### src/rtl/mqdiv_pkg.sv
package mqdiv_pkg;

    // Sequencer states of the divider
    typedef enum logic [1:0] {
        ST_IDLE = 2'd0,
        ST_RUN  = 2'd1,
        ST_FIN  = 2'd2
    } mqdiv_state_e;

    // Bit positions inside the condition field output
    localparam int CR_LT = 2;
    localparam int CR_GT = 1;
    localparam int CR_EQ = 0;

endpackage

### src/rtl/mqdiv_operand_prep.sv
// Splits the signed operands into sign flags and unsigned magnitudes.
module mqdiv_operand_prep #(
    parameter int DW = 32,
    localparam int DDW = 2 * DW
) (
    input  logic           long_form,
    input  logic [DW-1:0]  src_a,
    input  logic [DW-1:0]  src_b,
    input  logic [DW-1:0]  mq_in,
    output logic [DDW-1:0] dvd_load,
    output logic [DW-1:0]  dvs_mag,
    output logic           dvd_neg,
    output logic           dvs_neg,
    output logic [DW-1:0]  low_word
);
    logic [DDW-1:0] full_dvd;
    logic [DW-1:0]  short_mag;

    always_comb begin
        full_dvd  = {src_a, mq_in};
        dvd_neg   = src_a[DW-1];
        dvs_neg   = src_b[DW-1];
        short_mag = dvd_neg ? ({DW{1'b0}} - src_a) : src_a;
        if (long_form) begin
            dvd_load = dvd_neg ? ({DDW{1'b0}} - full_dvd) : full_dvd;
            low_word = mq_in;
        end else begin
            // short magnitude sits in the upper half so the same shift path serves both forms
            dvd_load = {short_mag, {DW{1'b0}}};
            low_word = src_a;
        end
        dvs_mag = dvs_neg ? ({DW{1'b0}} - src_b) : src_b;
    end
endmodule

### src/rtl/mqdiv_step.sv
// One restoring-division iteration: shift in a dividend bit, trial subtract.
module mqdiv_step #(
    parameter int DW = 32,
    localparam int DDW = 2 * DW
) (
    input  logic [DW-1:0]  rem_i,
    input  logic [DDW-1:0] dq_i,
    input  logic [DW-1:0]  dvs,
    output logic [DW-1:0]  rem_o,
    output logic [DDW-1:0] dq_o
);
    logic [DW:0] trial;
    logic [DW:0] diff;
    logic        fits;

    always_comb begin
        trial = {rem_i, dq_i[DDW-1]};
        diff  = trial - {1'b0, dvs};
        fits  = (trial >= {1'b0, dvs});
        rem_o = fits ? diff[DW-1:0] : trial[DW-1:0];
        dq_o  = {dq_i[DDW-2:0], fits};
    end
endmodule

### src/rtl/mqdiv_result_fix.sv
// Restores signs, detects quotient overflow and builds the condition field.
module mqdiv_result_fix #(
    parameter int DW = 32,
    localparam int DDW = 2 * DW
) (
    input  logic [DDW-1:0] q_mag,
    input  logic [DW-1:0]  r_mag,
    input  logic           dvd_neg,
    input  logic           dvs_neg,
    input  logic           div_zero,
    input  logic [DW-1:0]  low_word,
    input  logic           oe,
    input  logic           rc,
    output logic [DW-1:0]  quo,
    output logic [DW-1:0]  rmd,
    output logic           ovf_flag,
    output logic [2:0]     cr
);
    logic [DDW-1:0] q_signed;
    logic [DDW-DW:0] top_bits;
    logic           out_of_range;

    always_comb begin
        q_signed     = (dvd_neg ^ dvs_neg) ? ({DDW{1'b0}} - q_mag) : q_mag;
        top_bits     = q_signed[DDW-1:DW-1];
        out_of_range = !((&top_bits) || !(|top_bits));
        if (div_zero) begin
            quo = {DW{1'b1}};
            rmd = low_word;
        end else begin
            quo = q_signed[DW-1:0];
            rmd = dvd_neg ? ({DW{1'b0}} - r_mag) : r_mag;
        end
        ovf_flag = oe && (div_zero || out_of_range);
        cr = 3'b000;
        if (rc) begin
            cr[mqdiv_pkg::CR_LT] = rmd[DW-1];
            cr[mqdiv_pkg::CR_EQ] = (rmd == {DW{1'b0}});
            cr[mqdiv_pkg::CR_GT] = !rmd[DW-1] && (rmd != {DW{1'b0}});
        end
    end
endmodule

### src/rtl/mq_divider.sv
module mq_divider #(
    parameter int DW = 32,
    localparam int DDW  = 2 * DW,
    localparam int CNTW = $clog2(DDW)
) (
    input  logic          clk,
    input  logic          rst_n,
    input  logic          start,
    input  logic          long_form,
    input  logic          oe,
    input  logic          rc,
    input  logic [DW-1:0] src_a,
    input  logic [DW-1:0] src_b,
    input  logic [DW-1:0] mq_in,
    output logic          busy,
    output logic          done,
    output logic [DW-1:0] quotient,
    output logic [DW-1:0] remainder,
    output logic          ov_set,
    output logic          so_set,
    output logic [2:0]    cr_field
);
    import mqdiv_pkg::*;

    typedef struct packed {
        mqdiv_state_e   st;
        logic [CNTW-1:0] cnt;
        logic [DW-1:0]  rem;
        logic [DDW-1:0] dq;
        logic [DW-1:0]  dvs;
        logic           dvd_neg;
        logic           dvs_neg;
        logic           div_zero;
        logic [DW-1:0]  low_word;
        logic           oe;
        logic           rc;
        logic [DW-1:0]  quo;
        logic [DW-1:0]  rmd;
        logic           ovf;
        logic [2:0]     cr;
        logic           done;
    } regs_t;

    regs_t state_q, state_d;

    logic [DDW-1:0] prep_dq;
    logic [DW-1:0]  prep_dvs;
    logic           prep_dvd_neg;
    logic           prep_dvs_neg;
    logic [DW-1:0]  prep_low;
    logic [DW-1:0]  step_rem;
    logic [DDW-1:0] step_dq;
    logic [DW-1:0]  fix_quo;
    logic [DW-1:0]  fix_rmd;
    logic           fix_ovf;
    logic [2:0]     fix_cr;

    mqdiv_operand_prep #(.DW(DW)) i_prep (
        .long_form (long_form),
        .src_a     (src_a),
        .src_b     (src_b),
        .mq_in     (mq_in),
        .dvd_load  (prep_dq),
        .dvs_mag   (prep_dvs),
        .dvd_neg   (prep_dvd_neg),
        .dvs_neg   (prep_dvs_neg),
        .low_word  (prep_low)
    );

    mqdiv_step #(.DW(DW)) i_step (
        .rem_i (state_q.rem),
        .dq_i  (state_q.dq),
        .dvs   (state_q.dvs),
        .rem_o (step_rem),
        .dq_o  (step_dq)
    );

    mqdiv_result_fix #(.DW(DW)) i_fix (
        .q_mag    (state_q.dq),
        .r_mag    (state_q.rem),
        .dvd_neg  (state_q.dvd_neg),
        .dvs_neg  (state_q.dvs_neg),
        .div_zero (state_q.div_zero),
        .low_word (state_q.low_word),
        .oe       (state_q.oe),
        .rc       (state_q.rc),
        .quo      (fix_quo),
        .rmd      (fix_rmd),
        .ovf_flag (fix_ovf),
        .cr       (fix_cr)
    );

    always_comb begin
        state_d      = state_q;
        state_d.done = 1'b0;
        case (state_q.st)
            ST_IDLE: begin
                if (start) begin
                    state_d.div_zero = (src_b == {DW{1'b0}});
                    state_d.st       = (src_b == {DW{1'b0}}) ? ST_FIN : ST_RUN;
                    state_d.cnt      = long_form ? CNTW'(DDW - 1) : CNTW'(DW - 1);
                    state_d.rem      = {DW{1'b0}};
                    state_d.dq       = prep_dq;
                    state_d.dvs      = prep_dvs;
                    state_d.dvd_neg  = prep_dvd_neg;
                    state_d.dvs_neg  = prep_dvs_neg;
                    state_d.low_word = prep_low;
                    state_d.oe       = oe;
                    state_d.rc       = rc;
                end
            end
            ST_RUN: begin
                state_d.rem = step_rem;
                state_d.dq  = step_dq;
                state_d.cnt = state_q.cnt - 1'b1;
                if (state_q.cnt == {CNTW{1'b0}}) begin
                    state_d.st = ST_FIN;
                end
            end
            ST_FIN: begin
                state_d.quo  = fix_quo;
                state_d.rmd  = fix_rmd;
                state_d.ovf  = fix_ovf;
                state_d.cr   = fix_cr;
                state_d.done = 1'b1;
                state_d.st   = ST_IDLE;
            end
            default: state_d.st = ST_IDLE;
        endcase
    end

    always_ff @(posedge clk or negedge rst_n) begin
        if (!rst_n) begin
            state_q    <= '0;
            state_q.st <= ST_IDLE;
        end else begin
            state_q <= state_d;
        end
    end

    assign busy      = (state_q.st != ST_IDLE);
    assign done      = state_q.done;
    assign quotient  = state_q.quo;
    assign remainder = state_q.rmd;
    assign ov_set    = state_q.ovf;
    assign so_set    = state_q.ovf;
    assign cr_field  = state_q.cr;

endmodule

### config.mk
export PLATFORM = sky130hd
export DESIGN_NAME = mq_divider
export DESIGN_NICKNAME = d
export VERILOG_FILES = /design/src/rtl/mqdiv_pkg.sv /design/src/rtl/mqdiv_operand_prep.sv /design/src/rtl/mqdiv_step.sv /design/src/rtl/mqdiv_result_fix.sv /design/src/rtl/mq_divider.sv
export SDC_FILE = /design/constraint.sdc
export NUM_CORES = 1
export LEC_CHECK = 0
export CAP_MARGIN = 30
export CORE_UTILIZATION = 54
export CTS_CLUSTER_DIAMETER = 40
export CTS_CLUSTER_SIZE = 16
export DETAILED_ROUTE_END_ITERATION = 8
export HOLD_SLACK_MARGIN = 0.02
export PLACE_DENSITY = 0.89
export SYNTH_ARGS = -nofsm -noshare
export SYNTH_HDL_FRONTEND = slang
export SYNTH_HIERARCHICAL = 1
export SYNTH_SLANG_ARGS = --single-unit
### constraint.sdc
create_clock -name clk -period 3.57 [get_ports clk]
set_clock_uncertainty 0.1 [all_clocks]
set_input_delay 0.714 -clock clk [delete_from_list [all_inputs] [get_ports clk]]
set_output_delay 0.714 -clock clk [all_outputs]
set_load 0.02 [all_outputs]
* Word level (Yosys, flattened, before mapping) *
Cells that the tools add are included.
W data, S select, Z words.

storage, ports and cells
  register bits = 242
  bits in latches = 0
  memory bits (writable) = 0
  bits in read-only memories = 0
  input bits = 102
  output and inout bits = 71
  logic and storage cells = 66
  memories = 0

cells by class
  add/subtract/negate cells = 7
  multipliers = 0
  div/mod/pow operators = 0
  order comparisons = 1
  eq/ne operators = 4
  shift operators = 0
  mux-type cells = 18
  bitwise operators = 1
  reduce and logical (&&, ||, !) cells = 19

operators with widths
  cell                     count
  $mux W32                 7
  $pmux W102 S2            1
  $mux W64                 3
  $mux W173                1
  $sub A1 B64 Y64 const A  2
  $sub A1 B32 Y32 const A  3
  $logic_not A32 Y1        2
  $ge A33 B32 Y1           1
  $reduce_and A33 Y1       1
  $reduce_or A33 Y1        1
  $reduce_bool A32 Y1      1
  $sub A32 B32 Y32         1
  $logic_not A6 Y1         1
  $mux W6                  1
  $reduce_and A2 Y1        3
  $sub A6 B1 Y6 const B    1
  $mux W2                  2
  $ne A2 B2 Y1 const B     2
  $pmux W2 S2              1
  $reduce_bool A2 Y1       2
  $logic_not A1 Y1         3
  $mux W3                  1
  $eq A2 B1 Y1 const B     1
  $eq A2 B2 Y1 const B     1
  other kinds (5)          7

* Longest topological paths before layout *
  word-level depth = 8
  mapped depth = 16
  mapped depth without buffers = 12

* Hierarchy *
Netlist, hierarchy kept.

modules (own cells, without submodules)
  module              instances  cells each  area an instance (µm²)  seq. area each (µm²)
  mq_divider          1          914         10044.6                 6055.8
  mqdiv_result_fix    1          523         3253.1                  0.0
  mqdiv_step          1          387         2811.4                  0.0
  mqdiv_operand_prep  1          393         2776.4                  0.0

* Least setup slack after synthesis *
OpenSTA, ideal clock, no wires.

  path kind = reg2reg
  from = register state_q[160] (netlist bit)
  to = register state_q (netlist bit ov_set)
  library setup time = 0.125 ns
  arrival time = 3.485 ns
  data required time = 3.345 ns
  setup slack = -0.140 ns
  stages on the path, launching flop included = 13
  path buffers = 2
  clock period less this slack = 3.710 ns
  cell sequence = dfrtp_1 -> or4_4 -> or3_1 -> buf_2 -> or3_1 -> clkbuf_1 -> o31ai_1 -> xnor2_1 -> nand4_1 -> or4_1 -> nor3_1 -> a21oi_1 -> mux2_2

between the ends
  longest elaborated chain between the ends = 8
  elaborated cells on any way between the ends = 9
  those cells by class = 1 x add/sub; 1 x mux; 7 x reduce/logical

ends and longest elaborated chain
  what                    RTL line                RTL
  from (decl)             mq_divider.sv:44        regs_t state_q, state_d;
  from (signal assigned)  mq_divider.sv:137       state_q <= state_d;
  $sub A1 B64 Y64 *       mqdiv_result_fix.sv:24  q_signed = (dvd_neg ^ dvs_neg) ? ({DDW{1'b0}} - q_mag) : q_mag;
  $mux W64 *              mqdiv_result_fix.sv:24
  $reduce_or A33 Y1       mqdiv_result_fix.sv:26  out_of_range = !((&top_bits) || !(|top_bits));
  $logic_not A1 Y1        mqdiv_result_fix.sv:26
  $logic_or A1 B1 Y1 *    mqdiv_result_fix.sv:26
  $logic_not A1 Y1 *      mqdiv_result_fix.sv:26
  $logic_or A1 B1 Y1 *    mqdiv_result_fix.sv:34  ovf_flag = oe && (div_zero || out_of_range);
  $logic_and A1 B1 Y1 *   mqdiv_result_fix.sv:34
  named net fix_ovf       mq_divider.sv:55        logic fix_ovf;

The timed path passes the listed nets; every way through them passes the cells marked *.
A chain may end at the register's enable or synchronous reset.

* Worst setup path in the final report *
  from = register state_q[215] (netlist bit)
  to = register state_q (netlist bit cr_field[1])

between the ends
  longest elaborated chain between the ends = 6
  elaborated cells on any way between the ends = 7
  those cells by class = 1 x add/sub; 3 x mux; 3 x reduce/logical

ends and longest elaborated chain
  what                                                            RTL line                RTL
  $sub A1 B32 Y32                                                 mqdiv_result_fix.sv:32  rmd = dvd_neg ? ({DW{1'b0}} - r_mag) : r_mag;
  $mux W32 *                                                      mqdiv_result_fix.sv:32
  $mux W32 *                                                      mqdiv_result_fix.sv:27  if (div_zero) begin
  $reduce_bool A32 Y1 / $logic_not A1 Y1 (equally long branches)  mqdiv_result_fix.sv:39  cr[mqdiv_pkg::CR_GT] = !rmd[DW-1] && (rmd != {DW{1'b0}});
  $logic_and A1 B1 Y1 *                                           mqdiv_result_fix.sv:39
  $mux W3 *                                                       mqdiv_result_fix.sv:36  if (rc) begin
  named net fix_cr[1]                                             mq_divider.sv:56        logic [2:0] fix_cr;

Marked as above.

==> metrics.md <==
| Metric | Value |
|---|---|
| Mean Syn Cell Area | `8.519 µm²` |
| Root Buffer | `clkbuf_16` |
| Most common cell after layout, fill and taps aside | `nand2_1` |
| Max-cap violations | `0` |
| WS Path Type | `reg -> reg` |
| Final Hold Fails | `0` |
| Commonest non-fill, non-tap cells in the layout | `nand2_1, dfrtp_1, buf_4` |
| Highest clock rate | `265.6 MHz` |
| Crit path largest cell delay | `0.55 ns` |
| Post-Synth Simple-Gate Area | `0.2013` |
| Largest family of logic cells by synthesized area | `simple AND/OR/NAND/NOR gates` |
| Synth Warn # | `6` |
| CP max FO | `8` |
| Vias in the first global route | `17,466` |
| # port buffers | `172` |
| Vias | `17,881` |
| Compound-cell area share of the yosys netlist | `0.1691` |
| Number of synthesized register bits | `242` |
| Critical path arrival | `4.10 ns` |
| GR Util All Layers | `0.3472` |
| Die Height | `189.0 µm` |
| Detail Route Antenna Nets | `0` |
| Fraction of layout cells with a size suffix above 1 | `0.2111` |
| Syn Inst Count | `2,217` |
| Placeable Area | `34,460 µm²` |
| Largest net degree at the start of global routing | `95` |
| Ports | `173` |
| Leakage power | `9.868 nW` |
| Initial antenna violation count | `1` |
| Clock buffer depth | `3` |
| Clk slew on worst S/H paths | `0.06 ns` |
| Area grow syn2layout | `21.74%` |
| Initial core utilization | `0.5481` |
| Hold Crit Class | `in -> async` |
| Post-Syn Nets | `2,359` |
| Drt first pass iters | `6` |
| Die footprint | `35,720 µm²` |
| Status | `finished with violations` |
| Inst Count DP | `2,801` |
| Cell breakdown of the critical path | `nor4_4 -> nand2_2 -> or4_4 -> o21ai_0 -> xnor2_1 -> o32ai_1 -> nand3b_1 -> nor4_4 -> buf_4 -> nor3b_1 -> mux2_2` |
| Sequential power share | `0.220` |
| Post-synthesis mux area share | `0.08699` |
| H-tree depth | `2` |
| Final period utilization | `1.055` |
| Delay-heaviest family, CP | `simple AND/OR/NAND/NOR gates` |
| Worst EP required | `3.90 ns` |
| Final worst-path setup slack | `-0.1955 ns` |
| WP buf/inv | `1` |
| Synthesized area | `18,890 µm²` |
| Failing checks | `negative setup slack` |
| DRT iter0 DRCs | `2,083` |
| Max transition margin | `0.4600` |
| NetSw | `9.871 mW` |
| First-pass GRT wire length | `96,500 µm` |
| Drc violations | `0` |
| Chip width | `189.0 µm` |
| Clock sinks | `242` |
| WL/cell | `22.22 µm` |
| Pwr Density | `962.8 nW/µm²` |
| RSZ-0062 raised after global routing | `yes` |
| Final GP Congestion | `0.9852` |
| Least-Margin Pin Slew | `0.8099 ns` |
| Final nets | `2,538` |
| FP Rows | `68` |
| GR Overflow Total | `0` |
| Internal power | `12.27 mW` |
| CTS buffer count | `37` |
| CTS tree | `yes` |
| PnR Total Power | `22.14 mW` |
| Setup TNS | `-0.3100 ns` |
| Most common cell on crit path | `nor4_4` |
| Insertion delay to the later sink of the worst-skew pair | `0.55 ns` |
| Type of origin of the critical path | `flop` |
| Via density | `6.207` |
| Final min period | `3.766 ns` |
| Critical Path Slowest Stage Cell | `o21ai_0` |
| Sw Share | `0.4459` |
| Post-synth cell types | `80` |
| Post-CTS Hold Buffers | `0` |
| XOR/XNOR Fraction of Synth Area | `0.09600` |
| Sequential fraction of the synthesis area | `0.3207` |
| Count of final setup violators | `3` |
| Place WS | `-0.1484 ns` |
| Combinational cell fraction of total power | `0.612` |
| Critical Path End Type | `flop` |
| Slew Limit Fails | `0` |
| Clk network pwr share | `0.168` |
| Post-synth EDFFs | `0` |
| DP HPWL | `46,510 µm` |
| Ys async rst share | `1.000` |
| Top FF cell, synth | `dfrtp_1` |
| Max VDD drop | `0.4832 mV` |
| Final core utilization | `0.6672` |
| Final wirelength | `64,020 µm` |
| Final Instance Count excl. Fillers | `2,881` |
| Adder-cell area share of the yosys netlist | `0.02690` |
## synth_stat cells, types with 4 or more instances
cell,n,area share
nand2_1,401,0.080
dfrtp_1,242,0.32
xnor2_1,148,0.069
buf_4,147,0.058
o21ai_0,144,0.038
mux2_2,125,0.075
nor2_1,82,0.016
a22oi_1,66,0.026
clkbuf_1,65,0.013
inv_1,65,0.013
xor2_1,59,0.027
a21oi_1,55,0.015
nor3_1,44,0.012
nor4_1,43,0.014
buf_2,41,0.011
ha_1,39,0.026
o31ai_1,39,0.016
o41ai_1,34,0.016
a22o_1,33,0.015
nand4_1,31,0.010
or3_1,31,0.010
nand3_1,30,0.0079
and2_1,27,0.0089
nor2b_1,24,0.0079
a31oi_1,18,0.0060
or4_1,16,0.0064
nand2b_1,11,0.0036
a21o_1,10,0.0040
mux2i_1,10,0.0053
mux2_4,9,0.0072
o21a_1,8,0.0032
or2_2,8,0.0027
and3_1,7,0.0023
nor3b_1,7,0.0028
a211oi_1,6,0.0024
and4_1,6,0.0028
a41oi_1,5,0.0023
o21bai_1,5,0.0020
o31a_1,5,0.0023
a21boi_0,4,0.0016
buf_1,4,0.00079
nand3b_1,4,0.0016
o211ai_1,4,0.0016
## final timing paths
| path | from | endpoint | slack [ns] | cells after the start |
|---|---|---|---|---|
| min reg2reg | state_q[122] | state_q[122] | 0.38 | 2 |
| max | state_q[215] | cr_field[1] | -0.20 | 11 |
| max reg2reg | state_q[215] | cr_field[1] | -0.20 | 11 |
| min | rst_n | state_q[164] | 0.007 | 1 |
| max in group asynchronous | rst_n | state_q[221] | 2.30 | 2 |
| min in group clk | state_q[122] | state_q[122] | 0.38 | 2 |
## routing by layer
layer / GRT usage / part of all wire
met4: 0.1914 / 0.063
met2: 0.5836 / 0.47
met3: 0.06080 / 0.080
met5: 0 / 0
met1: 0.4219 / 0.39
## power groups by stage
| stage | registers (mW) | clock network (mW) | logic [mW] |
|---|---|---|---|
| 2_1_floorplan | 4.61 | 0 | 9.19 |
| 3_3_place_gp | 4.69 | 0 | 12.4 |
| 3_5_place_dp | 4.74 | 0 | 12.7 |
| 4_1_cts | 4.73 | 3.75 | 13.0 |
| 5_1_grt | 4.95 | 3.89 | 14.6 |
| 6_report | 4.87 | 3.73 | 13.5 |
## what timing repair did
item,4_1_cts,5_1_grt
setup buffers,5,5
resized for setup,13,37
setup endpoints to repair,3,3
gates cloned,0,1
pin swaps,1,8
## registers in the layout (all words and copies together) (netlist names)
signal,flops
done,1
state_q,173
ov_set,1
remainder,32
cr_field,3
quotient,32
## logic make-up (layout without fill, tap and decap cells)
kind of cell / Yosys count / after routing
flops: 242 / 242
compound gates: 468 / 468
simple gates: 789 / 789
mux: 144 / 144
other cells: 0 / 1
buf+inv: 327 / 535
xor+xnor: 207 / 207
fa+ha+maj: 40 / 40
## layout make-up
class                      instances  area, µm²
antenna                            1      2.502
clock buffer                      40      957.2
clock inverter                    28      327.8
fill                            2615      11470
inverter                          66      247.7
multi-input combinational       1648      11290
sequential                       242       6068
tap                              455      569.3
timing repair buffer             401       3526
## worst reg2reg max path: cells and delay by family, from the launching register on
family | cells | cell delay [ns]
simple gates | 6 | 1.52
xor+xnor | 1 | 0.20
flops | 1 | 0.54
mux | 1 | 0.26
compound gates | 2 | 0.87
buf+inv | 1 | 0.17
## metrics by stage
step / hold WS, ns / instance area, µm²
3_3_place_gp: 0.3594 / 21350
6_report: 0.006849 / 22990
3_5_place_dp: 0.3642 / 21350
5_1_grt: 0.06910 / 22990
4_1_cts: 0.05187 / 22750
2_1_floorplan: 0.3184 / 18940
Note: power is estimated with default switching activity, not from simulation.
